--- src/rtl/nfc_pkg.sv ---
package nfc_pkg;
  localparam int NFC_BUS_W  = 32;
  localparam int NFC_ADDR_W = 5;
  localparam int NFC_NUM_CS = 4;
  localparam int NFC_SEL_W  = $clog2(NFC_NUM_CS);
  localparam int NFC_BYTE_W = 8;
  localparam int NFC_CNT_W  = 5;   // holds up to 17 phase clocks

  localparam logic [NFC_ADDR_W-1:0] OFS_DATA = 5'h00;
  localparam logic [NFC_ADDR_W-1:0] OFS_MODE = 5'h04;
  localparam logic [NFC_ADDR_W-1:0] OFS_STAT = 5'h08;
  localparam logic [NFC_ADDR_W-1:0] OFS_TIME = 5'h14;
  localparam logic [NFC_ADDR_W-1:0] OFS_SRST = 5'h18;

  localparam int STAT_BUSY_BIT = 7;

  typedef struct packed {
    logic                 wgate;
    logic                 ce;
    logic [NFC_SEL_W-1:0] sel;
    logic                 ale;
    logic                 cle;
  } mode_t;

  typedef enum logic [1:0] {SQ_IDLE, SQ_STRB, SQ_HOLD, SQ_ACK} seq_st_t;

  // strobe low time in bus clocks
  function automatic logic [NFC_CNT_W-1:0] strobe_cycles(input logic [3:0] spw);
    return {1'b0, spw} + 5'd1;
  endfunction

  // hold phase length in bus clocks
  function automatic logic [NFC_CNT_W-1:0] hold_cycles(input logic [3:0] hold);
    return {1'b0, hold} + 5'd2;
  endfunction

  function automatic logic [7:0] pack_mode(input mode_t m);
    return {m.wgate, 2'b00, m.ce, m.sel, m.ale, m.cle};
  endfunction

  function automatic mode_t unpack_mode(input logic [7:0] b);
    mode_t m;
    m.wgate = b[7];
    m.ce    = b[4];
    m.sel   = b[3:2];
    m.ale   = b[1];
    m.cle   = b[0];
    return m;
  endfunction
endpackage

--- src/rtl/nfc_sync.sv ---
module nfc_sync #(
  parameter int   STAGES  = 2,
  parameter logic RST_VAL = 1'b1
) (
  input  logic clk,
  input  logic rst_n,
  input  logic d,
  output logic q
);
  logic [STAGES-1:0] sh;

  always_ff @(posedge clk or negedge rst_n) begin
    if (!rst_n) sh <= {STAGES{RST_VAL}};
    else        sh <= {sh[STAGES-2:0], d};
  end

  assign q = sh[STAGES-1];
endmodule

--- src/rtl/nfc_regs.sv ---
module nfc_regs
  import nfc_pkg::*;
#(
  parameter int BUS_W      = NFC_BUS_W,
  parameter int RST_CYCLES = 4
) (
  input  logic                  clk,
  input  logic                  rst_n,
  input  logic                  wr_en,
  input  logic [NFC_ADDR_W-1:0] addr,
  input  logic [7:0]            wbyte,
  input  logic                  busy_in,
  output logic [BUS_W-1:0]      rdata,
  output mode_t                 mode,
  output logic [3:0]            spw,
  output logic [3:0]            hold,
  output logic                  srst_busy,
  output logic                  srst_start
);
  localparam int RC_W = $clog2(RST_CYCLES + 1);

  mode_t           mode_q;
  logic [7:0]      timing_q;
  logic [RC_W-1:0] rst_cnt;

  assign srst_start = wr_en && (addr == OFS_SRST) && wbyte[0];
  assign srst_busy  = (rst_cnt != '0);

  always_ff @(posedge clk or negedge rst_n) begin
    if (!rst_n) begin
      mode_q   <= '0;
      timing_q <= 8'hFF;
      rst_cnt  <= '0;
    end else begin
      if (srst_start)     rst_cnt <= RC_W'(RST_CYCLES);
      else if (srst_busy) rst_cnt <= rst_cnt - RC_W'(1);

      if (srst_start || srst_busy) begin
        mode_q   <= '0;
        timing_q <= 8'hFF;
      end else if (wr_en && addr == OFS_MODE) begin
        mode_q <= unpack_mode(wbyte);
      end else if (wr_en && addr == OFS_TIME) begin
        timing_q <= wbyte;
      end
    end
  end

  always_comb begin
    rdata = '0;
    case (addr)
      OFS_MODE: rdata[7:0]           = pack_mode(mode_q);
      OFS_STAT: rdata[STAT_BUSY_BIT] = busy_in;
      OFS_TIME: rdata[7:0]           = timing_q;
      OFS_SRST: rdata[0]             = srst_busy;
      default:  ;
    endcase
  end

  assign mode = mode_q;
  assign spw  = timing_q[3:0];
  assign hold = timing_q[7:4];
endmodule

--- src/rtl/nfc_seq.sv ---
module nfc_seq
  import nfc_pkg::*;
(
  input  logic                  clk,
  input  logic                  rst_n,
  input  logic                  req,
  input  logic                  wr,
  input  logic                  is_data,
  input  logic                  wr_allowed,
  input  logic                  stall,
  input  logic [3:0]            spw,
  input  logic [3:0]            hold,
  input  logic [NFC_BYTE_W-1:0] wbyte,
  output logic                  take,
  output logic                  launch,
  output logic                  rd_capture,
  output logic                  ack,
  output logic                  we_n,
  output logic                  re_n,
  output logic [NFC_BYTE_W-1:0] dq_o,
  output logic                  dq_oe
);
  seq_st_t               st;
  logic [NFC_CNT_W-1:0]  cnt;
  logic                  dir_wr;
  logic [NFC_BYTE_W-1:0] byte_q;

  assign take       = (st == SQ_IDLE) && req && (!is_data || !stall);
  assign launch     = take && is_data && (!wr || wr_allowed);
  assign rd_capture = (st == SQ_STRB) && (cnt == '0) && !dir_wr;

  always_ff @(posedge clk or negedge rst_n) begin
    if (!rst_n) begin
      st     <= SQ_IDLE;
      cnt    <= '0;
      dir_wr <= 1'b0;
      byte_q <= '0;
    end else begin
      case (st)
        SQ_IDLE: begin
          if (launch) begin
            st     <= SQ_STRB;
            cnt    <= strobe_cycles(spw) - 5'd1;
            dir_wr <= wr;
            byte_q <= wbyte;
          end else if (take) begin
            st <= SQ_ACK;
          end
        end
        SQ_STRB: begin
          if (cnt == '0) begin
            st  <= SQ_HOLD;
            cnt <= hold_cycles(hold) - 5'd1;
          end else begin
            cnt <= cnt - 5'd1;
          end
        end
        SQ_HOLD: begin
          if (cnt == '0) st <= SQ_ACK;
          else           cnt <= cnt - 5'd1;
        end
        default: st <= SQ_IDLE;
      endcase
    end
  end

  assign ack   = (st == SQ_ACK);
  assign we_n  = !((st == SQ_STRB) && dir_wr);
  assign re_n  = !((st == SQ_STRB) && !dir_wr);
  assign dq_oe = dir_wr && ((st == SQ_STRB) || (st == SQ_HOLD));
  assign dq_o  = byte_q;
endmodule

--- src/rtl/nfc_ctrl.sv ---
module nfc_ctrl
  import nfc_pkg::*;
#(
  parameter int BUS_W       = NFC_BUS_W,
  parameter int RST_CYCLES  = 4,
  parameter int SYNC_STAGES = 2
) (
  input  logic                  clk,
  input  logic                  rst_n,
  input  logic                  bus_req,
  input  logic                  bus_wr,
  input  logic [NFC_ADDR_W-1:0] bus_addr,
  input  logic [BUS_W-1:0]      bus_wdata,
  output logic [BUS_W-1:0]      bus_rdata,
  output logic                  bus_ack,
  output logic [NFC_NUM_CS-1:0] nand_ce_n,
  output logic                  nand_cle,
  output logic                  nand_ale,
  output logic                  nand_we_n,
  output logic                  nand_re_n,
  output logic [NFC_BYTE_W-1:0] nand_dq_o,
  output logic                  nand_dq_oe,
  input  logic [NFC_BYTE_W-1:0] nand_dq_i,
  input  logic                  nand_rb_n
);
  mode_t            mode;
  logic [3:0]       spw, hold;
  logic             srst_busy, srst_start;
  logic             take, launch, rd_capture;
  logic             rb_sync, dev_busy;
  logic             is_data, reg_wr, wr_allowed;
  logic [BUS_W-1:0] reg_rdata, rdata_q;
  logic             unused_wdata_hi;

  // only the low byte of a write carries information
  assign unused_wdata_hi = ^bus_wdata[BUS_W-1:NFC_BYTE_W];

  assign is_data    = (bus_addr == OFS_DATA);
  assign reg_wr     = take && bus_wr && !is_data;
  assign wr_allowed = mode.wgate | mode.cle | mode.ale;
  assign dev_busy   = !rb_sync;

  nfc_sync #(.STAGES(SYNC_STAGES), .RST_VAL(1'b1)) u_sync (
    .clk(clk), .rst_n(rst_n), .d(nand_rb_n), .q(rb_sync)
  );

  nfc_regs #(.BUS_W(BUS_W), .RST_CYCLES(RST_CYCLES)) u_regs (
    .clk(clk), .rst_n(rst_n), .wr_en(reg_wr), .addr(bus_addr),
    .wbyte(bus_wdata[7:0]), .busy_in(dev_busy), .rdata(reg_rdata),
    .mode(mode), .spw(spw), .hold(hold),
    .srst_busy(srst_busy), .srst_start(srst_start)
  );

  nfc_seq u_seq (
    .clk(clk), .rst_n(rst_n), .req(bus_req), .wr(bus_wr),
    .is_data(is_data), .wr_allowed(wr_allowed), .stall(srst_busy),
    .spw(spw), .hold(hold), .wbyte(bus_wdata[NFC_BYTE_W-1:0]),
    .take(take), .launch(launch), .rd_capture(rd_capture),
    .ack(bus_ack), .we_n(nand_we_n), .re_n(nand_re_n),
    .dq_o(nand_dq_o), .dq_oe(nand_dq_oe)
  );

  always_ff @(posedge clk or negedge rst_n) begin
    if (!rst_n)                   rdata_q <= '0;
    else if (take && !is_data)    rdata_q <= reg_rdata;
    else if (take)                rdata_q <= '0;
    else if (rd_capture)          rdata_q <= {{(BUS_W-NFC_BYTE_W){1'b0}}, nand_dq_i};
  end
  assign bus_rdata = rdata_q;

  generate
    for (genvar g = 0; g < NFC_NUM_CS; g++) begin : g_ce
      assign nand_ce_n[g] = !(mode.ce && (mode.sel == NFC_SEL_W'(g)));
    end
  endgenerate

  assign nand_cle = mode.cle;
  assign nand_ale = mode.ale;
endmodule

--- config.mk ---
export PLATFORM = sky130hd
export DESIGN_NAME = nfc_ctrl
export DESIGN_NICKNAME = d
export VERILOG_FILES = /design/src/rtl/nfc_pkg.sv /design/src/rtl/nfc_sync.sv /design/src/rtl/nfc_regs.sv /design/src/rtl/nfc_seq.sv /design/src/rtl/nfc_ctrl.sv
export SDC_FILE = /design/constraint.sdc
export NUM_CORES = 1
export LEC_CHECK = 0
export BUFFER_PORTS_ARGS = -buffer_cell sky130_fd_sc_hd__buf_2
export CAP_MARGIN = 20
export CORE_MARGIN = 4
export CORE_UTILIZATION = 45
export DETAILED_ROUTE_END_ITERATION = 10
export PLACE_DENSITY = 0.86
export SETUP_SLACK_MARGIN = 0.02
export SYNTH_ARGS = -nofsm -noshare
export SYNTH_HDL_FRONTEND = slang
export SYNTH_SLANG_ARGS = --single-unit
--- constraint.sdc ---
create_clock -name clk -period 2.2 [get_ports clk]
set_clock_uncertainty 0.05 [all_clocks]
set_input_delay 0.22 -clock clk [delete_from_list [all_inputs] [get_ports clk]]
set_output_delay 0.22 -clock clk [all_outputs]
set_load 0.05 [all_outputs]
* After elaboration in Yosys (flattened, before gate mapping)
Cells that the tools add are included.
Storage, ports and cells: register bits after elaboration 67
Cells by class: eq/ne operators 16, reductions and logical operators 49, $add $sub $neg 6, mux-type cells 22, bitwise logic cells 2
Operator list (count):
- two-way mux 32 bit | 3
- two-way mux 8 bit | 3
- logical AND 1 bit | 20
- two-way mux 5 bit | 3
- one-hot mux 5 bit (3 select lines) | 1
- subtractor 5 x 1 -> 5 bit, second input constant | 3
- two-way mux 6 bit | 2
- one-hot mux 6 bit (2 select lines) | 1
- zero test 1 bit | 11
- equality test 5 bit, second input constant | 2
- zero test 5 bit | 2
- nonzero test 3 bit | 3
- equality test 2 bit, second input constant | 4
- two-way mux 2 bit | 4
- two-way mux 3 bit | 2
- != test 2 bit, second input constant | 3
- one-hot mux 1 bit (3 select lines) | 2
- one-hot mux 2 bit (3 select lines) | 1
- AND reduction 3 bit | 2
- nonzero test 2 bit | 3
- adder 4 x 1 -> 5 bit, second input constant | 1
- adder 4 x 2 -> 5 bit, second input constant | 1
- equality test 5 x 3 -> 1 bit, second input constant | 1
- equality test 5 x 4 -> 1 bit, second input constant | 1
- other kinds (8) | 16

* Logic depth before layout (Yosys ltp)
Gate-level depths: netlist of run 1.
depth in word-level cells 11, mapped depth 8

* Hierarchy
From an unflattened synthesis of run 1, not the netlist that was laid out.
Second synthesis, totals: cell total of the unflattened synthesis 335, area total of the unflattened synthesis 3609.7 um2
Modules (own cells, without submodules):
- nfc_ctrl | area each 1333.8 um2, seq. area each 800.8 um2, cells an instance 100, times used 1
- nfc_regs | area each 1189.9 um2, seq. area each 435.4 um2, cells an instance 134, times used 1
- nfc_seq | area each 1033.5 um2, seq. area each 400.4 um2, cells an instance 99, times used 1
- nfc_sync | area each 52.6 um2, seq. area each 52.6 um2, cells an instance 2, times used 1

* Worst setup path after synthesis of run 1
No wires, ideal clock.
path kind flip-flop to flip-flop, start point reg u_seq.st[0], end point reg u_seq.cnt[0], stages on the path, launching flop included 6, path slack 106 ps, data required time 2029 ps, clock period less this slack 2094 ps, path buffers 0, arrival 1923 ps, cell sequence dfrtp_1 -> ha_1 -> or2_2 -> o41a_1 -> nand2b_4 -> a22o_1
On the way: cells in the longest elaborated chain, start to end 7
Ends and longest elaborated chain:
- from (decl) | RTL line nfc_seq.sv:23 | seq_st_t st;
- from (signal assigned) | RTL line nfc_seq.sv:34 | st <= SQ_IDLE;
- from (signal assigned) | RTL line nfc_seq.sv:42 | st <= SQ_STRB;
- from (signal assigned) | RTL line nfc_seq.sv:47 | st <= SQ_ACK;
- zero test 2 bit | RTL line nfc_seq.sv:28, nfc_seq.sv:39
- logical AND 1 bit (2 in series) | RTL line nfc_seq.sv:28 | assign take = (st == SQ_IDLE) && req && (!is_data || !stall);
- logical AND 1 bit (2 in series) | RTL line nfc_seq.sv:29 | assign launch = take && is_data && (!wr || wr_allowed);
- != test 2 bit (no source line)
- AND reduction 3 bit (no source line)
- to (signal assigned) | RTL line nfc_seq.sv:43 | cnt <= strobe_cycles(spw) - 5'd1;
- to (signal assigned) | RTL line nfc_seq.sv:53 | cnt <= hold_cycles(hold) - 5'd1;
- to (signal assigned) | RTL line nfc_seq.sv:55 | cnt <= cnt - 5'd1;
- to (decl) | RTL line nfc_seq.sv:24 | logic [NFC_CNT_W-1:0] cnt;
Several ways; a longest one is shown, not always the timed one. A chain may end at the register's enable or synchronous reset.

* Worst setup path in the final report of run 1
start point reg u_regs.mode_q (netlist bit u_regs.mode[5]), end point reg u_seq.cnt[0]
On the way: cells in the longest elaborated chain, start to end 6
Ends and longest elaborated chain:
- from (decl) | RTL line nfc_regs.sv:22 | mode_t mode_q;
- from (signal assigned) | RTL line nfc_regs.sv:42 | mode_q <= unpack_mode(wbyte);
- bitwise OR 1 bit (2 in series) | RTL line nfc_ctrl.sv:40 | assign wr_allowed = mode.wgate | mode.cle | mode.ale;
- logical OR 1 bit | RTL line nfc_seq.sv:29
- logical AND 1 bit | RTL line nfc_seq.sv:29
- != test 2 bit (no source line)
- AND reduction 3 bit (no source line)
No other way between the ends.

==> results of run 1 <==
worst paths after layout:
path / start / end / slack, ps / cells past startpoint
setup / recovery: u_regs.mode[5] / u_seq.cnt[0] / 150 / 4
hold / removal: rst_n / u_seq.dq_o[4] / -20 / 1
setup reg to reg: u_regs.mode[5] / u_seq.cnt[0] / 150 / 4
hold reg to reg: u_sync.sh[0] / u_sync.sh[1] / 310 / 0
max in group asynchronous: rst_n / u_regs.timing_q[2] / 1440 / 2
min in group clk: bus_wdata[6] / u_regs.timing_q[6] / 110 / 3
repair_timing:
action | in CTS | in global routing
hold buffers | 1 | 0
setup endpoints to repair | 0 | 9
gates resized for setup | 0 | 2
endpoints found under the hold margin | 1 | 0
through the flow:
| step | hold WS (ps) | total power, mW | utilization, % | std cells |
|---|---|---|---|---|
| 2_1_floorplan | -125.6 | 2.575 | - | 272 |
| 3_3_place_gp | 274.8 | 2.932 | 52.44 | 375 |
| 3_5_place_dp | 281.8 | 2.990 | 52.44 | 375 |
| 4_1_cts | 10.78 | 3.539 | 54.39 | 384 |
| 5_1_grt | 48.19 | 3.778 | 54.55 | 384 |
| 6_report | -15.76 | 3.536 | 54.55 | 384 |
final cells by class:
type,count,area (µm²),share of cell area (%)
multi-input combinational,187,1374,45.19
sequential,43,1089,35.80
timing repair buffer,63,347.8,11.44
tap,72,90.09,2.963
clock buffer,6,82.58,2.716
inverter,11,41.29,1.358
clock inverter,2,16.27,0.5350
worst max-delay path: cells and delay by family (launching register included):
family	cells	cell delay (ps)
compound gates	2	640
simple gates	2	850
flops	1	410
power breakdown:
group | switching [mW] | internal, mW
registers | 0.131 | 0.977
logic | 1.19 | 0.699
clock network | 0.286 | 0.256
total | 1.60 | 1.93
cells in the final DEF (no fill, tap or decap), types with 2 or more instances in the layout:
master	instances
buf_2	51
dfrtp_1	33
conb_1	24
nor2_1	19
mux2i_1	18
mux2_2	15
nand2_1	12
inv_1	11
buf_4	11
o21ai_0	10
dfstp_2	10
ha_1	8
nand3_1	6
clkbuf_8	6
o31ai_1	5
a21oi_1	5
nand3b_1	4
o2bb2ai_1	4
or3b_2	3
nand2b_1	3
and3_1	3
nor3b_1	3
and2_1	2
nor4b_1	2
or2_2	2
xor2_1	2
nor3_1	2
xnor2_1	2
a32o_1	2
Yosys cell counts (3+ instances only):
library cell	instances	share of area, %
nor2_1	19	2.7
inv_1	11	1.6
clkbuf_1	5	0.72
o2bb2ai_1	4	1.3
nand2_1	12	1.7
mux2i_1	18	6.9
nand2b_1	3	0.72
ha_1	8	3.8
and3_1	3	0.72
nand3b_1	4	1.1
dfstp_2	10	10
o21ai_0	10	1.9
nor3b_1	3	0.86
mux2_2	15	6.4
or3b_2	3	1.0
o31ai_1	5	1.4
dfrtp_1	33	31
buf_4	24	6.9
nand3_1	6	1.1
a21oi_1	5	0.95
and2_1	3	0.72
per-layer routing:
layer / routed length [µm] / track usage (%) / vias to the layer above
met5: 0 / 0 / -
met4: 101 / 6.187 / 0
met3: 379 / 3.140 / 10
met2: 2956 / 29.48 / 89
met1: 2451 / 20.81 / 1017
li1: - / - / 968
logic make-up (layout without fill, tap and decap cells):
group / after synthesis / in the layout / share of synthesized area (%)
buffers and inverters: 42 / 82 / 9.733
DFF: 43 / 43 / 41.51
muxes: 34 / 34 / 13.88
xor gates and xnor gates: 4 / 4 / 1.336
and+or+nand+nor: 72 / 72 / 16.56
other: 1 / 24 / 0.1430
AOI/OAI and AO/OA: 45 / 45 / 13.03
adders and majority gates: 8 / 8 / 3.817
registers in the layout (all words and copies together), names as in the netlist:
name / cells
bus_rdata: 8
u_regs.timing_q: 8
u_seq.dq_o: 8
u_regs.mode: 6
u_seq.cnt: 5
u_regs.rst_cnt: 3
u_seq.st: 2
u_sync.sh: 2
u_seq.dir_wr: 1
==> flow_metrics.tcl, run 1 <==
set metrics [dict create \
    cp_max_fo 8 \
    synth_area_per_cell_um2 10.53 \
    port_buffers 51 \
    ys_async_sr_fraction_pct 100.0 \
    viasPerCell 5.427 \
    numCtsBuffers 5 \
    max_clock_freq_mhz 487.0 \
    synth.distinct_cells 60 \
    grt_max_degree 42 \
    tns_ps 0 \
    grt_pass1_vias 2147 \
    synth.cell_area_um2 2623 \
    ys_seq_elements 43 \
    antenna_left 0 \
    dr.pass1.iters 5 \
    fin_area_um2 3040 \
    dp_slack_ps 110.4 \
    die_w_um 84.34 \
    drtIter0Drc 170 \
    maxSlewHeadroom_pct 41.04 \
    synth_ff_type "dfrtp_1" \
    status "finished, violations left" \
    track_usage_pct 16.91 \
    diodes 0 \
    path_clk_slew_ps 80 \
    synth_edf_count 0 \
    worst_ir_drop_vdd_mv 0.6622 \
    cp-start-kind "flop" \
    fillCellCount 486 \
    synth_seq_area_share_pct 41.51 \
    grt_overflow_total 0 \
    drv_slew 0 \
    drive_gt1_share_pct 35.26 \
    hold_slack_ps -15.76 \
    clock-sinks 43 \
    cap_violations 0 \
    cp_slowest_stage_delay_ps 750 \
    cts.path.max_buffers 2 \
    hold_viol_final 33 \
    die_area_um2 7113 \
    start_util_pct 47.05 \
    p_per_area_nw_per_um2 1163 \
    synthCells 249 \
    totalWireLength_mm 5.888 \
    rsz0062_at_grt "false" \
    layout_setup_ws_ps 146.8 \
    ys_warn_count 0 \
    nets 369 \
    via_count 2084 \
    final.min_clock_period_ps 2053 \
    pin_count 100 \
    clock_latency_ps 300 \
    end_kind "flop" \
    area.growth.synth_to_final_pct 15.94 \
    critical_path_class "flop to flop" \
    wire_per_inst_um 15.33 \
    postPlaceCellArea_um2 2923 \
    dp.final_hpwl_mm 4.586 \
    setup_viol 0 \
    cts.htree.levels 2 \
    die_y_um 84.34 \
    min_path_type "input port to asynchronous set/reset pin" \
    worst_pin_slew_ps 884.3 \
    cellLeakagePower_nw 1.526 \
    crit_chain "nor4b_1 -> o41a_1 -> nor3_1 -> a22o_1" \
    cpMaxStageDelayCell "nor4b_1" \
    fin_crit_sh_pct 93.33 \
    coreArea_um2 5574 \
    root_buffer "clkbuf_8" \
    violations "negative hold slack" \
    post-route-drc-count 0 \
    antenna_found_initial 0 \
    fp-row-count 27 \
    required_ps 2350 \
    worst-endpoint-arrival_ps 2200 \
    grt_pass1_wl_mm 9.901 \
    cts_setup_buffers 0 \
    cts_tree "yes" \
    globalplace.congestion 0.8926 \
]
Note: power is estimated with default switching activity, not from simulation.
==> run 2: changes to the inputs <==
- REMOVE_ABC_BUFFERS: default -> 1
==> flow_metrics.tcl, run 2 (synthesis results as in run 1) <==
set metrics [dict create \
    dp_slack_ps 99.06 \
    end_kind "flop" \
    status "finished, violations left" \
    nets 368 \
    viasPerCell 5.279 \
    fin_crit_sh_pct 94.01 \
    setup_viol 0 \
    layout_setup_ws_ps 131.7 \
    drive_gt1_share_pct 34.41 \
    post-route-drc-count 0 \
    coreArea_um2 5574 \
    busiest_layer "met2" \
    multiInputGateArea_um2 1373 \
    required_ps 2340 \
    track_usage_pct 17.09 \
    die_w_um 84.34 \
    die_area_um2 7113 \
    cp_max_fo 8 \
    numCtsBuffers 5 \
    root_buffer "clkbuf_8" \
    cp-start-kind "flop" \
    clock_latency_ps 300 \
    cap_violations 0 \
    layout_commonest_cell "buf_2" \
    cellLeakagePower_nw 1.525 \
    cts_tree "yes" \
    cpMaxStageDelayCell "o41a_1" \
    area.growth.synth_to_final_pct 16.03 \
    worst_ir_drop_vdd_mv 0.6584 \
    wire_per_inst_um 15.76 \
    cts.htree.levels 2 \
    critical_path_class "flop to flop" \
    crit_chain "ha_1 -> or2_2 -> o41a_1 -> nand2b_4 -> a22o_1" \
    fillCellCount 482 \
    crit_buf_inv 0 \
    cts.path.max_buffers 2 \
    grt_pass1_vias 2006 \
    violations "negative hold slack" \
    dp.final_hpwl_mm 4.603 \
    maxSlewHeadroom_pct 39.05 \
    worst-endpoint-arrival_ps 2210 \
    hold_slack_ps -4.903 \
    max_clock_freq_mhz 483.5 \
    worst_pin_slew_ps 914.3 \
    diodes 0 \
    die_y_um 84.34 \
    mostFrequentLayoutCells "buf_2 (51), dfrtp_1 (33), conb_1 (24)" \
    globalplace.congestion 0.8890 \
    grt_max_degree 44 \
    antenna_found_initial 0 \
    drtIter0Drc 118 \
    fp-row-count 27 \
    start_util_pct 47.05 \
    pin_count 100 \
    path_clk_slew_ps 90 \
    clock-sinks 43 \
    drv_slew 0 \
    tns_ps 0 \
    via_count 2022 \
    antenna_left 0 \
    path_delay_family "compound AO/OA/AOI/OAI gates" \
    final.min_clock_period_ps 2068 \
    fin_util_pct 54.59 \
    grt_overflow_total 0 \
    gr-usage-met3_pct 3.631 \
    cts_setup_buffers 0 \
    port_buffers 51 \
    cp_slowest_stage_delay_ps 490 \
    dr.pass1.iters 4 \
    rsz0062_at_grt "false" \
    grt_use_met2_pct 28.91 \
    regArea_um2 1089 \
    totalWireLength_mm 6.035 \
    grt_pass1_wl_mm 9.811 \
    min_path_type "input port to asynchronous set/reset pin" \
    p_per_area_nw_per_um2 1184 \
    use_met1_pct 21.68 \
    hold_viol_final 8 \
]
==> run 2: final cells by class <==
type / instances / share of cell area [%]
clock inverters: 2 / 1.234
inverters: 11 / 1.357
multi-input cells: 187 / 45.11
flip-flops and latches: 43 / 35.77
clock buffers: 6 / 2.385
well taps: 72 / 2.961
repair buffers: 62 / 11.18
==> run 2: power by group <==
group | switching [mW] | internal (mW)
registers | 0.135 | 0.978
logic | 1.18 | 0.690
clock network | 0.278 | 0.339
==> run 2: repair_timing <==
action / in CTS / in global routing
hold buffers: 1 / 0
resized for setup: 0 / 1
endpoints found under the setup margin: 0 / 5
hold endpoints to repair: 1 / 0
==> run 2: worst paths after layout <==
check / from / endpoint / slack (ps) / cells past startpoint
setup / recovery: u_seq.st[1] / u_seq.cnt[0] / 130 / 5
hold / removal: rst_n / u_seq.dq_o[3] / -5 / 1
hold reg to reg: u_sync.sh[0] / u_sync.sh[1] / 310 / 0
max in group asynchronous: rst_n / u_seq.cnt[4] / 1540 / 1
setup reg to reg: u_seq.st[1] / u_seq.cnt[0] / 130 / 5
min in group clk: bus_wdata[6] / u_regs.timing_q[6] / 100 / 3
==> run 2: stage by stage <==
step / power (mW) / std cells / area (µm²)
after floorplan: 2.526 / 241 / 2495
after global placement: 2.927 / 374 / 2915
after detailed placement: 2.979 / 374 / 2915
after CTS: 3.605 / 383 / 3035
after global routing: 3.847 / 383 / 3043
final: 3.602 / 383 / 3043
==> run 2: routing by layer <==
metal,vias up,part of all wire [%]
met2,74,48
li1,972,-
met3,11,6.0
met4,0,2.2
met5,-,0
met1,965,43
==> run 3: changes to the inputs <==
- BUFFER_PORTS_ARGS: -buffer_cell sky130_fd_sc_hd__buf_2 -> default
- CORE_UTILIZATION: 45 -> 55
- DONT_BUFFER_PORTS: default -> 1
- PLACE_DENSITY: 0.86 -> 0.82
==> flow_metrics.tcl, run 3 (synthesis results as in run 1) <==
set metrics [dict create \
    power_switching_share_pct 45.85 \
    worst-endpoint-arrival_ps 2180 \
    min_path_type "input port to flop" \
    switching_power_mw 1.540 \
    power_frac_clock_pct 14.8 \
    worst_pin_slew_ps 543.0 \
    worst_ir_drop_vdd_mv 0.5306 \
    maxSlewHeadroom_pct 63.69 \
    dr.pass1.iters 4 \
    cap_violations 0 \
    fillCellCount 370 \
    clock_latency_ps 300 \
    area.growth.synth_to_final_pct 6.441 \
    cp_max_fo 5 \
    worst_hold_path.num_cells 2 \
    internal_power_mw 1.819 \
    min-delay-start "bus_wdata[1]" \
    status "finished clean" \
    track_usage_pct 20.02 \
    final.min_clock_period_ps 2036 \
    fin_crit_sh_pct 92.57 \
    rsz0062_at_grt "false" \
    cts.path.max_buffers 2 \
    mostFrequentLayoutCells "dfrtp_1 (33), conb_1 (24), nor2_1 (19)" \
    cts.htree.levels 2 \
    die_y_um 77.05 \
    hold_viol_final 0 \
    post-route-drc-count 0 \
    cts_tree "yes" \
    p_comb_share_pct 43.2 \
    root_buffer "clkbuf_8" \
    total_power_mw 3.359 \
    ff2ff_path_depth 6 \
    cts_setup_buffers 0 \
    tns_ps 0 \
    drv_slew 0 \
    p_per_area_nw_per_um2 1204 \
    grt_pass1_wl_mm 9.501 \
    via_count 1880 \
    antenna_found_initial 0 \
    seqPwrFrac_pct 42.0 \
    globalplace.congestion 0.8904 \
    grt_pass1_vias 1911 \
    setup_viol 0 \
    max_clock_freq_mhz 491.1 \
    coreArea_um2 4474 \
    antenna_left 0 \
    port_buffers 0 \
    path_clk_slew_ps 80 \
    wire_per_inst_um 17.79 \
    layout_commonest_cell "dfrtp_1" \
    viasPerCell 5.931 \
    critPathLaunch "u_seq.cnt[0]" \
    cellLeakagePower_nw 1.333 \
    die_area_um2 5937 \
    timing.rr.start "u_seq.cnt[0]" \
    numCtsBuffers 5 \
    dp.final_hpwl_mm 4.315 \
    fp-row-count 24 \
    diodes 0 \
    cp-start-kind "flop" \
    die_w_um 77.05 \
    grt_overflow_total 0 \
    end_kind "flop" \
    nets 322 \
    drtIter0Drc 127 \
    grt_max_degree 44 \
    pin_count 100 \
    totalWireLength_mm 5.638 \
    required_ps 2340 \
    critical_path_class "flop to flop" \
    drive_gt1_share_pct 23.02 \
    clock-sinks 43 \
    start_util_pct 58.61 \
]
## run 3: metal layers
| layer | wire length, µm | share of wire (%) | track usage, % | vias to the layer above |
|---|---|---|---|---|
| li1 | - | - | - | 878 |
| met1 | 2301 | 41 | 24.70 | 908 |
| met2 | 2664 | 47 | 31.88 | 83 |
| met3 | 579 | 10 | 7.963 | 11 |
| met4 | 93 | 1.6 | 6.940 | 0 |
| met5 | 0 | 0 | 0 | - |
## run 3: cell type report
cell class,instances,area [µm²],share of cell area [%]
Clock buffer,6,72.57,2.600
Tap cell,52,65.06,2.331
Sequential cell,43,1089,39.00
Multi-Input combinational cell,187,1374,49.22
Clock inverter,2,12.51,0.4482
Inverter,11,41.29,1.479
Timing Repair Buffer,16,137.6,4.931
## run 3: worst max-delay path, stage by stage (launching register included)
cell,delay (ps)
dfrtp_1,420
inv_1,80
ha_1,220
or4b_2,620
a21oi_1,240
o211ai_1,110
a22o_1,200
## run 3: final timing paths
| kind | to | slack [ps] |
|---|---|---|
| worst min register to register | u_sync.sh[1] | 310 |
| max in group asynchronous | u_regs.timing_q[5] | 1490 |
| worst min-delay path | u_regs.timing_q[1] | 10 |
| min in group asynchronous | u_seq.st[1] | 330 |
| worst max-delay path | u_seq.cnt[0] | 160 |
| worst max register to register | u_seq.cnt[0] | 160 |
## run 3: through the flow
step / std cells / hold slack (ps) / area (µm²) / setup slack [ps] / utilization [%]
floorplan: 241 / -125.6 / 2495 / 61.00 / -
global placement: 306 / -123.8 / 2658 / 169.3 / 59.40
detailed placement: 306 / -124.2 / 2658 / 115.1 / 59.40
CTS: 317 / 2.580 / 2783 / 102.9 / 62.19
global route: 317 / 3.943 / 2791 / 21.60 / 62.39
finish: 317 / 9.786 / 2791 / 163.6 / 62.39
## run 3: power groups by stage
stage          Sequential (mW)  Combinational [mW]  Clock (mW)
2_1_floorplan             1.38                1.14           0
3_3_place_gp              1.42                1.38           0
3_5_place_dp              1.43                1.42           0
4_1_cts                   1.41                1.45       0.512
5_1_grt                   1.44                1.63       0.549
6_report                  1.41                1.45       0.498
## run 3: timing repair
action                                  in CTS  in global routing
endpoints found under the setup margin       0                 11
hold buffers                                 3                  0
hold endpoints to repair                    44                  0
resized for setup                            0                  2
